<file path="src/rtl/can_tx_tracker.sv">
module can_tx_tracker #(
  parameter int NBUF      = 32,
  parameter int TXQ_DEPTH = 3,
  parameter int RXF_DEPTH = 4,
  parameter int ADDR_W    = 8
) (
  input  logic              clk,
  input  logic              rst_n,
  input  logic              tick,
  input  logic              reg_we,
  input  logic [ADDR_W-1:0] reg_addr,
  input  logic [31:0]       reg_wdata,
  output logic [31:0]       reg_rdata
);
  localparam int CNT_W = $clog2(NBUF + 1);
  localparam int TXI_W = (TXQ_DEPTH > 1) ? $clog2(TXQ_DEPTH) : 1;
  localparam int RXI_W = (RXF_DEPTH > 1) ? $clog2(RXF_DEPTH) : 1;
  localparam int RXL_W = $clog2(RXF_DEPTH + 1);

  localparam logic [ADDR_W-1:0] A_CTRL = ADDR_W'(8'h00);
  localparam logic [ADDR_W-1:0] A_ADD  = ADDR_W'(8'h04);
  localparam logic [ADDR_W-1:0] A_PEND = ADDR_W'(8'h08);
  localparam logic [ADDR_W-1:0] A_DONE = ADDR_W'(8'h0C);
  localparam logic [ADDR_W-1:0] A_TXIE = ADDR_W'(8'h10);
  localparam logic [ADDR_W-1:0] A_IRQ  = ADDR_W'(8'h14);
  localparam logic [ADDR_W-1:0] A_TXQ  = ADDR_W'(8'h18);
  localparam logic [ADDR_W-1:0] A_RXST = ADDR_W'(8'h1C);
  localparam logic [ADDR_W-1:0] A_RXAK = ADDR_W'(8'h20);

  logic             loopback;
  logic [NBUF-1:0]  pend, done, txie;
  logic [2:0]       irq;
  logic [TXI_W-1:0] txq_put, txq_get;
  logic [RXI_W-1:0] rx_put, rx_get;
  logic [RXL_W-1:0] rx_fill;

  wire wr_add  = reg_we && (reg_addr == A_ADD);
  wire wr_ctrl = reg_we && (reg_addr == A_CTRL);
  wire wr_txie = reg_we && (reg_addr == A_TXIE);
  wire wr_irq  = reg_we && (reg_addr == A_IRQ);
  wire wr_ack  = reg_we && (reg_addr == A_RXAK);

  wire [NBUF-1:0] new_bits = wr_add ? (reg_wdata[NBUF-1:0] & ~pend) : '0;
  wire [NBUF-1:0] fin_bits = tick ? pend : '0;

  wire [CNT_W-1:0] pend_cnt = CNT_W'($countones(pend));
  wire [CNT_W-1:0] fin_cnt  = CNT_W'($countones(fin_bits));

  wire [31:0] txq_sum = 32'(txq_put) + 32'(fin_cnt);
  wire [31:0] tx_free = (32'(pend_cnt) >= 32'(TXQ_DEPTH)) ? 32'd0
                        : 32'(TXQ_DEPTH) - 32'(pend_cnt);

  wire [31:0] rx_space = 32'(RXF_DEPTH) - 32'(rx_fill);
  wire [31:0] rx_acc   = !loopback ? 32'd0
                         : (32'(fin_cnt) > rx_space) ? rx_space : 32'(fin_cnt);
  wire [RXI_W-1:0] ack_idx = reg_wdata[RXI_W-1:0];
  wire [31:0] ack_rel = ((32'(ack_idx) + 32'(RXF_DEPTH) - 32'(rx_get)) % 32'(RXF_DEPTH)) + 32'd1;
  wire        ack_ok  = wr_ack && (32'(ack_idx) < 32'(RXF_DEPTH)) && (ack_rel <= 32'(rx_fill));
  wire [31:0] rx_fill_n = 32'(rx_fill) - (ack_ok ? ack_rel : 32'd0) + rx_acc;

  wire irq_tc  = |(fin_bits & txie);
  wire irq_tfe = fin_cnt != '0;
  wire irq_rx  = rx_acc != 32'd0;

  always_ff @(posedge clk or negedge rst_n) begin
    if (!rst_n) begin
      loopback <= 1'b0;
      pend     <= '0;
      done     <= '0;
      txie     <= '0;
      irq      <= '0;
      txq_put  <= '0;
      txq_get  <= '0;
      rx_put   <= '0;
      rx_get   <= '0;
      rx_fill  <= '0;
    end else begin
      if (wr_ctrl) loopback <= reg_wdata[0];
      if (wr_txie) txie <= reg_wdata[NBUF-1:0];
      pend <= (tick ? '0 : pend) | new_bits;
      done <= (done & ~new_bits) | fin_bits;
      irq  <= (irq & ~(wr_irq ? reg_wdata[2:0] : 3'b000)) | {irq_rx, irq_tfe, irq_tc};
      if (tick) begin
        txq_put <= TXI_W'(txq_sum % 32'(TXQ_DEPTH));
        txq_get <= TXI_W'(txq_sum % 32'(TXQ_DEPTH));
      end
      rx_put  <= RXI_W'((32'(rx_put) + rx_acc) % 32'(RXF_DEPTH));
      if (ack_ok) rx_get <= RXI_W'((32'(ack_idx) + 32'd1) % 32'(RXF_DEPTH));
      rx_fill <= RXL_W'(rx_fill_n);
    end
  end

  always_comb begin
    reg_rdata = '0;
    case (reg_addr)
      A_CTRL: reg_rdata = {31'd0, loopback};
      A_PEND: reg_rdata = 32'(pend);
      A_DONE: reg_rdata = 32'(done);
      A_TXIE: reg_rdata = 32'(txie);
      A_IRQ:  reg_rdata = {29'd0, irq};
      A_TXQ:  reg_rdata = (32'(txq_put) << 16) | (32'(txq_get) << 8) | (tx_free & 32'hFF);
      A_RXST: reg_rdata = (32'(rx_put) << 16) | (32'(rx_get) << 8) | (32'(rx_fill) & 32'h7F);
      default: reg_rdata = '0;
    endcase
  end
endmodule

</file>
<file path="config.mk">
export PLATFORM = sky130hd
export DESIGN_NAME = can_tx_tracker
export DESIGN_NICKNAME = d
export VERILOG_FILES = /design/src/rtl/can_tx_tracker.sv
export SDC_FILE = /design/constraint.sdc
export NUM_CORES = 1
export LEC_CHECK = 0
export ABC_AREA = 1
export CORE_MARGIN = 3
export CORE_UTILIZATION = 58
export CTS_CLUSTER_SIZE = 40
export DETAILED_ROUTE_END_ITERATION = 16
export PLACE_DENSITY = 0.83
export SYNTH_ARGS = -nofsm -noshare
export SYNTH_HDL_FRONTEND = slang
export SYNTH_SLANG_ARGS = --single-unit
</file>
<file path="constraint.sdc">
create_clock -name clk -period 8.4 [get_ports clk]
set_input_delay 1.26 -clock clk [delete_from_list [all_inputs] [get_ports clk]]
set_output_delay 1.26 -clock clk [all_outputs]
set_load 0.005 [all_outputs]
</file>
After elaboration in Yosys (flattened, before gate mapping)
Index checks and enable logic that the tools add are counted.
- register bits: 109
- bits of input ports: 44
- magnitude comparators: 3
- mux-type cells: 9
- divide/modulo/power cells: 1
- add/subtract/negate cells: 72
- bitwise gates (word level): 14
- equality and inequality tests: 8
- reduce and logical (&&, ||, !) cells: 10
- operators with widths (operator ; number):
    $pmux 32 s7 ; 1
    $mux 32 ; 5
    $and 32x32->32 ; 3
    $add 1x1->2 ; 32
    $not 32->32 ; 2
    $or 32x32->32 ; 2
    $add 2x2->3 ; 16
    $or 18x10->18 ; 2
    $add 3x3->4 ; 8
    $eq 8x5->1 const B ; 4
    $gt 6x32->1 ; 1
    $mod 32x2->32 const B ; 1
    $reduce_bool 32->1 ; 1
    $reduce_or 32->1 ; 1
    $add 4x4->5 ; 4
    $or 18x3->18 ; 1
    $or 18x8->18 ; 1
    $eq 8x4->1 const B ; 2
    $add 5x5->6 ; 2
    $eq 8x3->1 const B ; 1
    $eq 8x6->1 const B ; 1
    $logic_not 8->1 ; 1
    $mux 8 ; 1
    $add 2x6->7 ; 1
    16 further kinds ; 23

Logic depth before layout (Yosys ltp)
Gate-level depths: netlist of run 1.
- word-level depth: 11
- depth in mapped cells: 44
- gate-level depth less buffers: 42

Worst setup path after synthesis of run 1
Ideal clock, no wire load.
- path type: input -> register
- start: input tick
- end: register rx_fill[2]
- path slack: -0.731 ns
- stages: 32
- arrival time: 8.998 ns
- buffers on the path: 4
- data required time: 8.266 ns
- cells stage by stage: clkbuf_1 > clkbuf_1 > clkbuf_1 > buf_4 > nand2_1 > fa_1 > fa_1 > inv_1 > fa_1 > fa_1 > fa_1 > fa_1 > ha_1 > inv_1 > fa_1 > inv_1 > nand2_1 > nand2_4 > inv_1 > ha_1 > nand2_1 > o21ai_0 > a21oi_1 > o21ai_0 > nand2_1 > o21ai_0 > fa_1 > fa_1 > xnor2_1 > xor2_1 > xnor2_1 > xor2_1
- word-level cells in the longest chain between the ends: 10
- elaborated cells between the ends (all ways): 36
- RTL lines (what ; RTL line ; source):
    from (decl) ; 9 ; input logic tick,
    $mux 32 * ; 44 ; wire [NBUF-1:0] fin_bits = tick ? pend : '0;
    $add 1x1->2 (not written as such) ; 47 ; wire [CNT_W-1:0] fin_cnt = CNT_W'($countones(fin_bits));
    $add 2x2->3 (not written as such) ; 47 ;
    $add 3x3->4 (not written as such) ; 47 ;
    $add 4x4->5 (not written as such) ; 47 ;
    $add 5x5->6 (not written as such) * ; 47 ;
    $gt 6x32->1 ; 55 ; : (32'(fin_cnt) > rx_space) ? rx_space : 32'(fin_cnt);
    $mux 32 * ; 55 ;
    $mux 32 * ; 54 ; wire [31:0] rx_acc = !loopback ? 32'd0
    $add 3x3->3 * ; 59 ; wire [31:0] rx_fill_n = 32'(rx_fill) - (ack_ok ? ack_rel : 32'd0) + rx_acc;
    via rx_fill_n[2] ; 59 ;
    to (signal assigned) ; 89 ; rx_fill <= RXL_W'(rx_fill_n);
    to (decl) ; 35 ; logic [RXL_W-1:0] rx_fill;
The timed path passes the listed nets; every way through them passes the cells marked *.
A chain may end at the register's enable or synchronous reset.

Final worst setup path of run 1
Ends and elaborated chain as after synthesis.

==> impl_metrics.env, run 1 <==
export IMPL_max_slew_margin_rel=0.267
export IMPL_area_growth_synth_to_final_pct=23.7
export IMPL_pre_cts_slack_ns=-0.456
export IMPL_number_of_endpoints_failing_setup_at_the_final_stage=0
export IMPL_share_of_post_route_cells_with_drive_strength_above_1=0.135
export IMPL_timing_critical_path_slowest_cell_delay_ns=0.58
export IMPL_groute_layer_met1_usage=0.398
export IMPL_area_sequential_sq_um=2730
export IMPL_run_status="complete, no violations"
export IMPL_gr_usage_met3=0.0676
export IMPL_grt_pass1_wl_mm=34.1
export IMPL_cts_sinks=109
export IMPL_cts_inserted_buffers=9
export IMPL_power_total_mw=1.46
export IMPL_p_leak_nw=4.92
export IMPL_worstPathArrival_ns=8.49
export IMPL_floorplan_rows=41
export IMPL_fp_dieArea_sq_um=14600
export IMPL_timing_final_crit_period_ns=8.20
export IMPL_routed_wirelength_mm=21.6
export IMPL_fill_cells=955
export IMPL_setup_tns_final_ns=0
export IMPL_via_count=6956
export IMPL_first_iter_violations=847
export IMPL_library_cells_used_by_synthesis=42
export IMPL_initial_utilization=0.600
export IMPL_dieWidth_microns=121
export IMPL_num_antenna_cells=0
export IMPL_worstHoldPathType="reg -> reg"
export IMPL_final_cell_mix="sky130_fd_sc_hd__inv_1 (201), sky130_fd_sc_hd__nand2_1 (150), sky130_fd_sc_hd__dfrtp_1 (109)"
export IMPL_final_max_slew_violation_count=0
export IMPL_worst_slew_pin_transition_ns=1.10
export IMPL_top_usage_layer="met2"
export IMPL_rsz_0062_raised_after_global_routing="true"
export IMPL_number_of_ports_placed_on_the_die_boundary=76
export IMPL_portion_of_the_post_synthesis_area_used_by_sequential_elements=0.356
export IMPL_fin_worst_skew_ns=0.00987
export IMPL_grt_max_degree=79
export IMPL_grt_overflow=0
export IMPL_die_h_microns=121
export IMPL_finalWeightedCongestion=0.978
export IMPL_clk_latency_ns=0.37
export IMPL_synthFlopType="sky130_fd_sc_hd__dfrtp_1"
export IMPL_gate_count_after_technology_mapping=919
export IMPL_tritoncts="yes"
export IMPL_max_cap_viols=0
export IMPL_multi_input_area_sq_um=4190
export IMPL_syn_mean_instance_area_sq_um=8.34
export IMPL_worst_path_max_fanout=8
export IMPL_layout_worst_path_cycle_share=0.976
export IMPL_detail_route_vias_per_cell=5.72
export IMPL_critical_path_endpoint_type="flip-flop"
export IMPL_route_detailed_wl_per_inst_microns=17.7
export IMPL_critical_path_most_common_cell="sky130_fd_sc_hd__fa_1"
export IMPL_cp_slowest_cell="sky130_fd_sc_hd__fa_1"
export IMPL_power_density_nw_per_um2=154
export IMPL_most_common_cell_after_layout_fill_and_taps_aside="sky130_fd_sc_hd__inv_1"
export IMPL_synth_fp_nets=1048
export IMPL_synth_async_reset_ratio=1.00
export IMPL_core_area_sq_um=12800
export IMPL_worst_ep_required_ns=8.69
export IMPL_placed_wire_length_estimate_after_detailed_placement_mm=15.4
export IMPL_final_hold_violation_count=0
export IMPL_final_worst_slack_ns=0.199
export IMPL_clock_fmax_mhz=122
export IMPL_finish_utilization=0.743
export IMPL_clock_tree_buffer_depth=2
export IMPL_grt_usage=0.299
export IMPL_cts_root_buf="sky130_fd_sc_hd__clkbuf_16"
export IMPL_antenna_found_initial=0
export IMPL_grt_use_met2=0.485
export IMPL_synth_enable_flop_cells=0
export IMPL_number_of_search_and_repair_iterations_in_the_first_detailed_routing_pass=7
export IMPL_grt_pass1_vias=6861
export IMPL_ys_seq_elements=109
export IMPL_postRouteAntennaNets=0
export IMPL_buffer_ports_inserted=75
export IMPL_layoutNonFillerInstCount=1217
export IMPL_ir_worst_vdd_uv=134
export IMPL_post_route_drc_count=0
export IMPL_synthesis_yosys_warnings=0
export IMPL_placedCellCount=1194
export IMPL_synth_area_sq_um=7670
export IMPL_net_count_reported_at_finish=1170
export IMPL_timing_critical_path_from_type="primary input"
export IMPL_cts_reportedPaths_clkPinSlew_ns=0.07
export IMPL_timing_worst_setup_path_type="in -> reg"
export IMPL_cts_htree_levels=3
==> metrics by stage <==
stage / instance area, sq um / hold WS, ns
after floorplan: 7710 / 0.442
after detailed placement: 8930 / 0.463
final: 9490 / 0.473
after global routing: 9490 / 0.515
after CTS: 9250 / 0.479
after global placement: 8930 / 0.454
==> cell type report <==
cell class	instances	share of cell area
flip-flops and latches	109	0.288
clock buffers	12	0.0281
clock inverters	3	0.00462
multi-input cells	574	0.442
repair buffers	134	0.130
inverters	213	0.0848
well taps	172	0.0227
==> registers in the layout, summed over array words and instances (netlist names) <==
register,flops
done,32
irq,3
loopback,1
pend,32
rx_fill,3
rx_get,2
rx_put,2
txie,32
txq_get,2
==> cell families (layout without fill, tap and decap cells) <==
kind of cell    after synthesis  count (layout)  synth area share
flops                       109             109             0.356
buf+inv                     236             362             0.116
simple gates                295             295             0.175
fa+ha+maj                    85              85             0.189
compound gates              181             181             0.150
xor+xnor                     13              13            0.0149
==> metal layers <==
layer  part of all wire  vias up
met2               0.49      344
li1                   -     3201
met5                  0        -
met4              0.027        0
met1               0.40     3356
met3              0.082       55
==> cell usage after synthesis, types with 6 or more instances <==
cell / count / area [sq um]
sky130_fd_sc_hd__a21oi_1: 29 / 145
sky130_fd_sc_hd__a221oi_1: 7 / 61.3
sky130_fd_sc_hd__clkbuf_1: 22 / 82.6
sky130_fd_sc_hd__dfrtp_1: 109 / 2730
sky130_fd_sc_hd__fa_1: 51 / 1020
sky130_fd_sc_hd__ha_1: 34 / 425
sky130_fd_sc_hd__inv_1: 209 / 785
sky130_fd_sc_hd__nand2_1: 159 / 597
sky130_fd_sc_hd__nand2_2: 10 / 62.6
sky130_fd_sc_hd__nand3_1: 30 / 150
sky130_fd_sc_hd__nand4_1: 6 / 37.5
sky130_fd_sc_hd__nor2_1: 32 / 120
sky130_fd_sc_hd__nor3_1: 42 / 210
sky130_fd_sc_hd__o211ai_1: 7 / 52.6
sky130_fd_sc_hd__o21ai_0: 72 / 360
sky130_fd_sc_hd__o21bai_1: 15 / 113
sky130_fd_sc_hd__o221ai_1: 21 / 184
sky130_fd_sc_hd__o22ai_1: 10 / 62.6
sky130_fd_sc_hd__xnor2_1: 6 / 52.6
sky130_fd_sc_hd__xor2_1: 7 / 61.3
==> worst max-delay path: cells and delay by family <==
kind	cells	cell delay, ns
xor+xnor	4	0.67
fa+ha+maj	12	4.82
buf+inv	9	0.65
simple gates	11	1.06
==> worst paths after layout <==
kind                         start          to  slack [ns]  cells after the start
setup / recovery              tick  rx_fill[2]        0.20                     36
hold / removal             done[7]     done[7]        0.47                      2
setup reg to reg           pend[1]  rx_fill[2]        0.84                     36
hold reg to reg            done[7]     done[7]        0.47                      2
max in group asynchronous    rst_n      irq[2]        6.22                      2
min in group asynchronous    rst_n    pend[28]        0.81                      1
==> power breakdown <==
part | switching [mW] | leakage [nW] | internal, mW
registers | 0.0392 | 1.35 | 0.564
logic | 0.223 | 3.41 | 0.183
clock network | 0.201 | 0.155 | 0.254
==> timing repair <==
action | 4_1_cts | 5_1_grt
hold buffers | 0 | 0
buffers inserted | 0 | 7
gates cloned | 0 | 1
resized for setup | 1 | 40
pin swaps | 0 | 27
endpoints found under the setup margin | 2 | 3
No activity file was read; power rests on OpenSTA's default activity.
==> run 2, diff against run 1 <==
- CORE_MARGIN: 3 -> 2
==> run 2 against run 1 <==
Against the previous run: critical path depth fell by 5; setup slack improved by 0.12 ns; worst hold slack improved by 0.015 ns; largest cell class unchanged; first-iteration DRC count fell by 13%; wire length fell by 4.4%; critical path type unchanged; via count fell by 1.9%.
==> impl_metrics.env, run 2 (synthesized netlist as in run 1, its figures left out) <==
export IMPL_fin_hold_ws_ns=0.488
export IMPL_postRouteAntennaNets=0
export IMPL_die_h_microns=119
export IMPL_worstHoldPathType="reg -> reg"
export IMPL_power_sequential_fraction=0.430
export IMPL_worst_slew_pin_transition_ns=1.10
export IMPL_share_of_post_route_cells_with_drive_strength_above_1=0.116
export IMPL_critical_path_endpoint_type="flip-flop"
export IMPL_number_of_ports_placed_on_the_die_boundary=76
export IMPL_core_area_sq_um=13100
export IMPL_grt_pass1_wl_mm=34.8
export IMPL_power_density_nw_per_um2=151
export IMPL_layout_worst_path_cycle_share=0.962
export IMPL_fin_worst_skew_ns=0.0100
export IMPL_worst_path_max_fanout=18
export IMPL_grt_pass1_vias=7095
export IMPL_num_antenna_cells=0
export IMPL_most_common_cell_after_layout_fill_and_taps_aside="sky130_fd_sc_hd__inv_1"
export IMPL_met3_wirelength_mm=1.81
export IMPL_net_count_reported_at_finish=1160
export IMPL_grt_usage=0.312
export IMPL_routed_wirelength_mm=20.6
export IMPL_fill_cells=983
export IMPL_finalWeightedCongestion=0.997
export IMPL_worst_ep_required_ns=8.63
export IMPL_worstPathArrival_ns=8.31
export IMPL_ir_worst_vdd_uv=110
export IMPL_setup_tns_final_ns=0
export IMPL_grt_overflow=0
export IMPL_timing_final_crit_period_ns=8.08
export IMPL_tritoncts="yes"
export IMPL_pre_cts_slack_ns=-0.241
export IMPL_cts_inserted_buffers=9
export IMPL_power_total_mw=1.40
export IMPL_detail_route_wirelength_met1_mm=8.10
export IMPL_timing_critical_path_from_type="primary input"
export IMPL_p_leak_nw=4.84
export IMPL_biggestRegsByFlops="done: 32 flops, pend: 32 flops, txie: 32 flops"
export IMPL_detail_route_vias_per_cell=5.63
export IMPL_internal_power_mw=0.949
export IMPL_area_growth_synth_to_final_pct=21.1
export IMPL_post_route_drc_count=0
export IMPL_power_switching_share=0.324
export IMPL_route_detailed_wl_per_inst_microns=17.0
export IMPL_clock_tree_buffer_depth=2
export IMPL_cts_reportedPaths_clkPinSlew_ns=0.07
export IMPL_final_hold_violation_count=0
export IMPL_antenna_found_initial=0
export IMPL_cts_sinks=109
export IMPL_comb_power_share=0.259
export IMPL_max_slew_margin_rel=0.266
export IMPL_fp_dieArea_sq_um=14200
export IMPL_cts_htree_levels=3
export IMPL_critical_path_most_common_cell="sky130_fd_sc_hd__fa_1"
export IMPL_buffer_ports_inserted=75
export IMPL_clock_fmax_mhz=124
export IMPL_first_iter_violations=735
export IMPL_max_cap_viols=0
export IMPL_dieWidth_microns=119
export IMPL_power_switching_mw=0.454
export IMPL_cts_root_buf="sky130_fd_sc_hd__clkbuf_16"
export IMPL_grt_max_degree=80
export IMPL_final_cell_mix="sky130_fd_sc_hd__inv_1 (204), sky130_fd_sc_hd__nand2_1 (152), sky130_fd_sc_hd__dfrtp_1 (109)"
export IMPL_highest_layer="met4"
export IMPL_number_of_search_and_repair_iterations_in_the_first_detailed_routing_pass=5
export IMPL_timing_worst_setup_path_type="in -> reg"
export IMPL_met2_wirelength_mm=10.1
export IMPL_initial_utilization=0.586
export IMPL_cp_slowest_cell="sky130_fd_sc_hd__fa_1"
export IMPL_placed_wire_length_estimate_after_detailed_placement_mm=15.4
export IMPL_timing_critical_path_slowest_cell_delay_ns=0.57
export IMPL_via_count=6824
export IMPL_number_of_endpoints_failing_setup_at_the_final_stage=0
export IMPL_final_max_slew_violation_count=0
export IMPL_run_status="complete, no violations"
export IMPL_final_worst_slack_ns=0.318
export IMPL_clk_latency_ns=0.36
export IMPL_finish_utilization=0.710
export IMPL_cts_hold_buffers=0
export IMPL_floorplan_rows=42
export IMPL_p_clk_frac=0.312
==> run 2: cell count changes in the layout (fill, tap and decap cells not counted), sizes merged <==
cell,previous run,this run
clkinv,3,5
inv,212,214
clkbuf,13,9
buf,60,51
==> run 2: what timing repair did <==
item                                    4_1_cts  5_1_grt
gates resized for setup                       0       21
setup buffers                                 0        2
endpoints found under the setup margin        0        3
==> run 2: power by group through the flow <==
stage          clock [mW]  combinational, mW  sequential (mW)
6_report            0.437              0.363            0.603
5_1_grt             0.464              0.415            0.606
4_1_cts             0.440              0.345            0.601
3_5_place_dp            0              0.336            0.611
3_3_place_gp            0              0.320            0.608
2_1_floorplan           0              0.229            0.596
==> run 2: stage by stage <==
step           std cells  area (sq um)
2_1_floorplan        919          7710
3_3_place_gp        1194          8910
3_5_place_dp        1194          8910
4_1_cts             1210          9200
5_1_grt             1212          9290
6_report            1212          9290
==> run 2: area by class of cell <==
cell class	instances	area [sq um]	share of cell area
timing repair buffer	124	1120	0.121
sequential	109	2730	0.294
clock inverter	7	71.3	0.00768
tap	176	220	0.0237
clock buffer	9	225	0.0243
inverter	213	800	0.0861
multi-input combinational	574	4120	0.444
==> run 2: path summary, 6_finish.rpt <==
path	startpoint	slack (ns)	cells past startpoint	endpoint
min in group asynchronous	rst_n	0.81	1	done[29]
worst max register to register	pend[0]	0.92	31	rx_fill[2]
worst max-delay path	tick	0.32	31	rx_fill[2]
max in group asynchronous	rst_n	6.24	2	pend[18]
worst min register to register	done[4]	0.49	2	done[4]
worst min-delay path	done[4]	0.49	2	done[4]
==> run 2: per-layer routing <==
layer / GRT usage / vias to the layer above
met5: 0 / -
met4: 0.121 / 0
met3: 0.0781 / 60
met2: 0.513 / 343
met1: 0.400 / 3242
li1: - / 3179
==> run 2: worst max-delay path: cells and delay by family <==
| kind | cells | cell delay, ns |
|---|---|---|
| adder cells (fa/ha/maj) | 11 | 4.80 |
| buffers and inverters | 6 | 0.55 |
| XOR/XNOR | 4 | 0.61 |
| AND/OR/NAND/NOR | 5 | 0.40 |
| AO/OA/AOI/OAI | 5 | 0.67 |
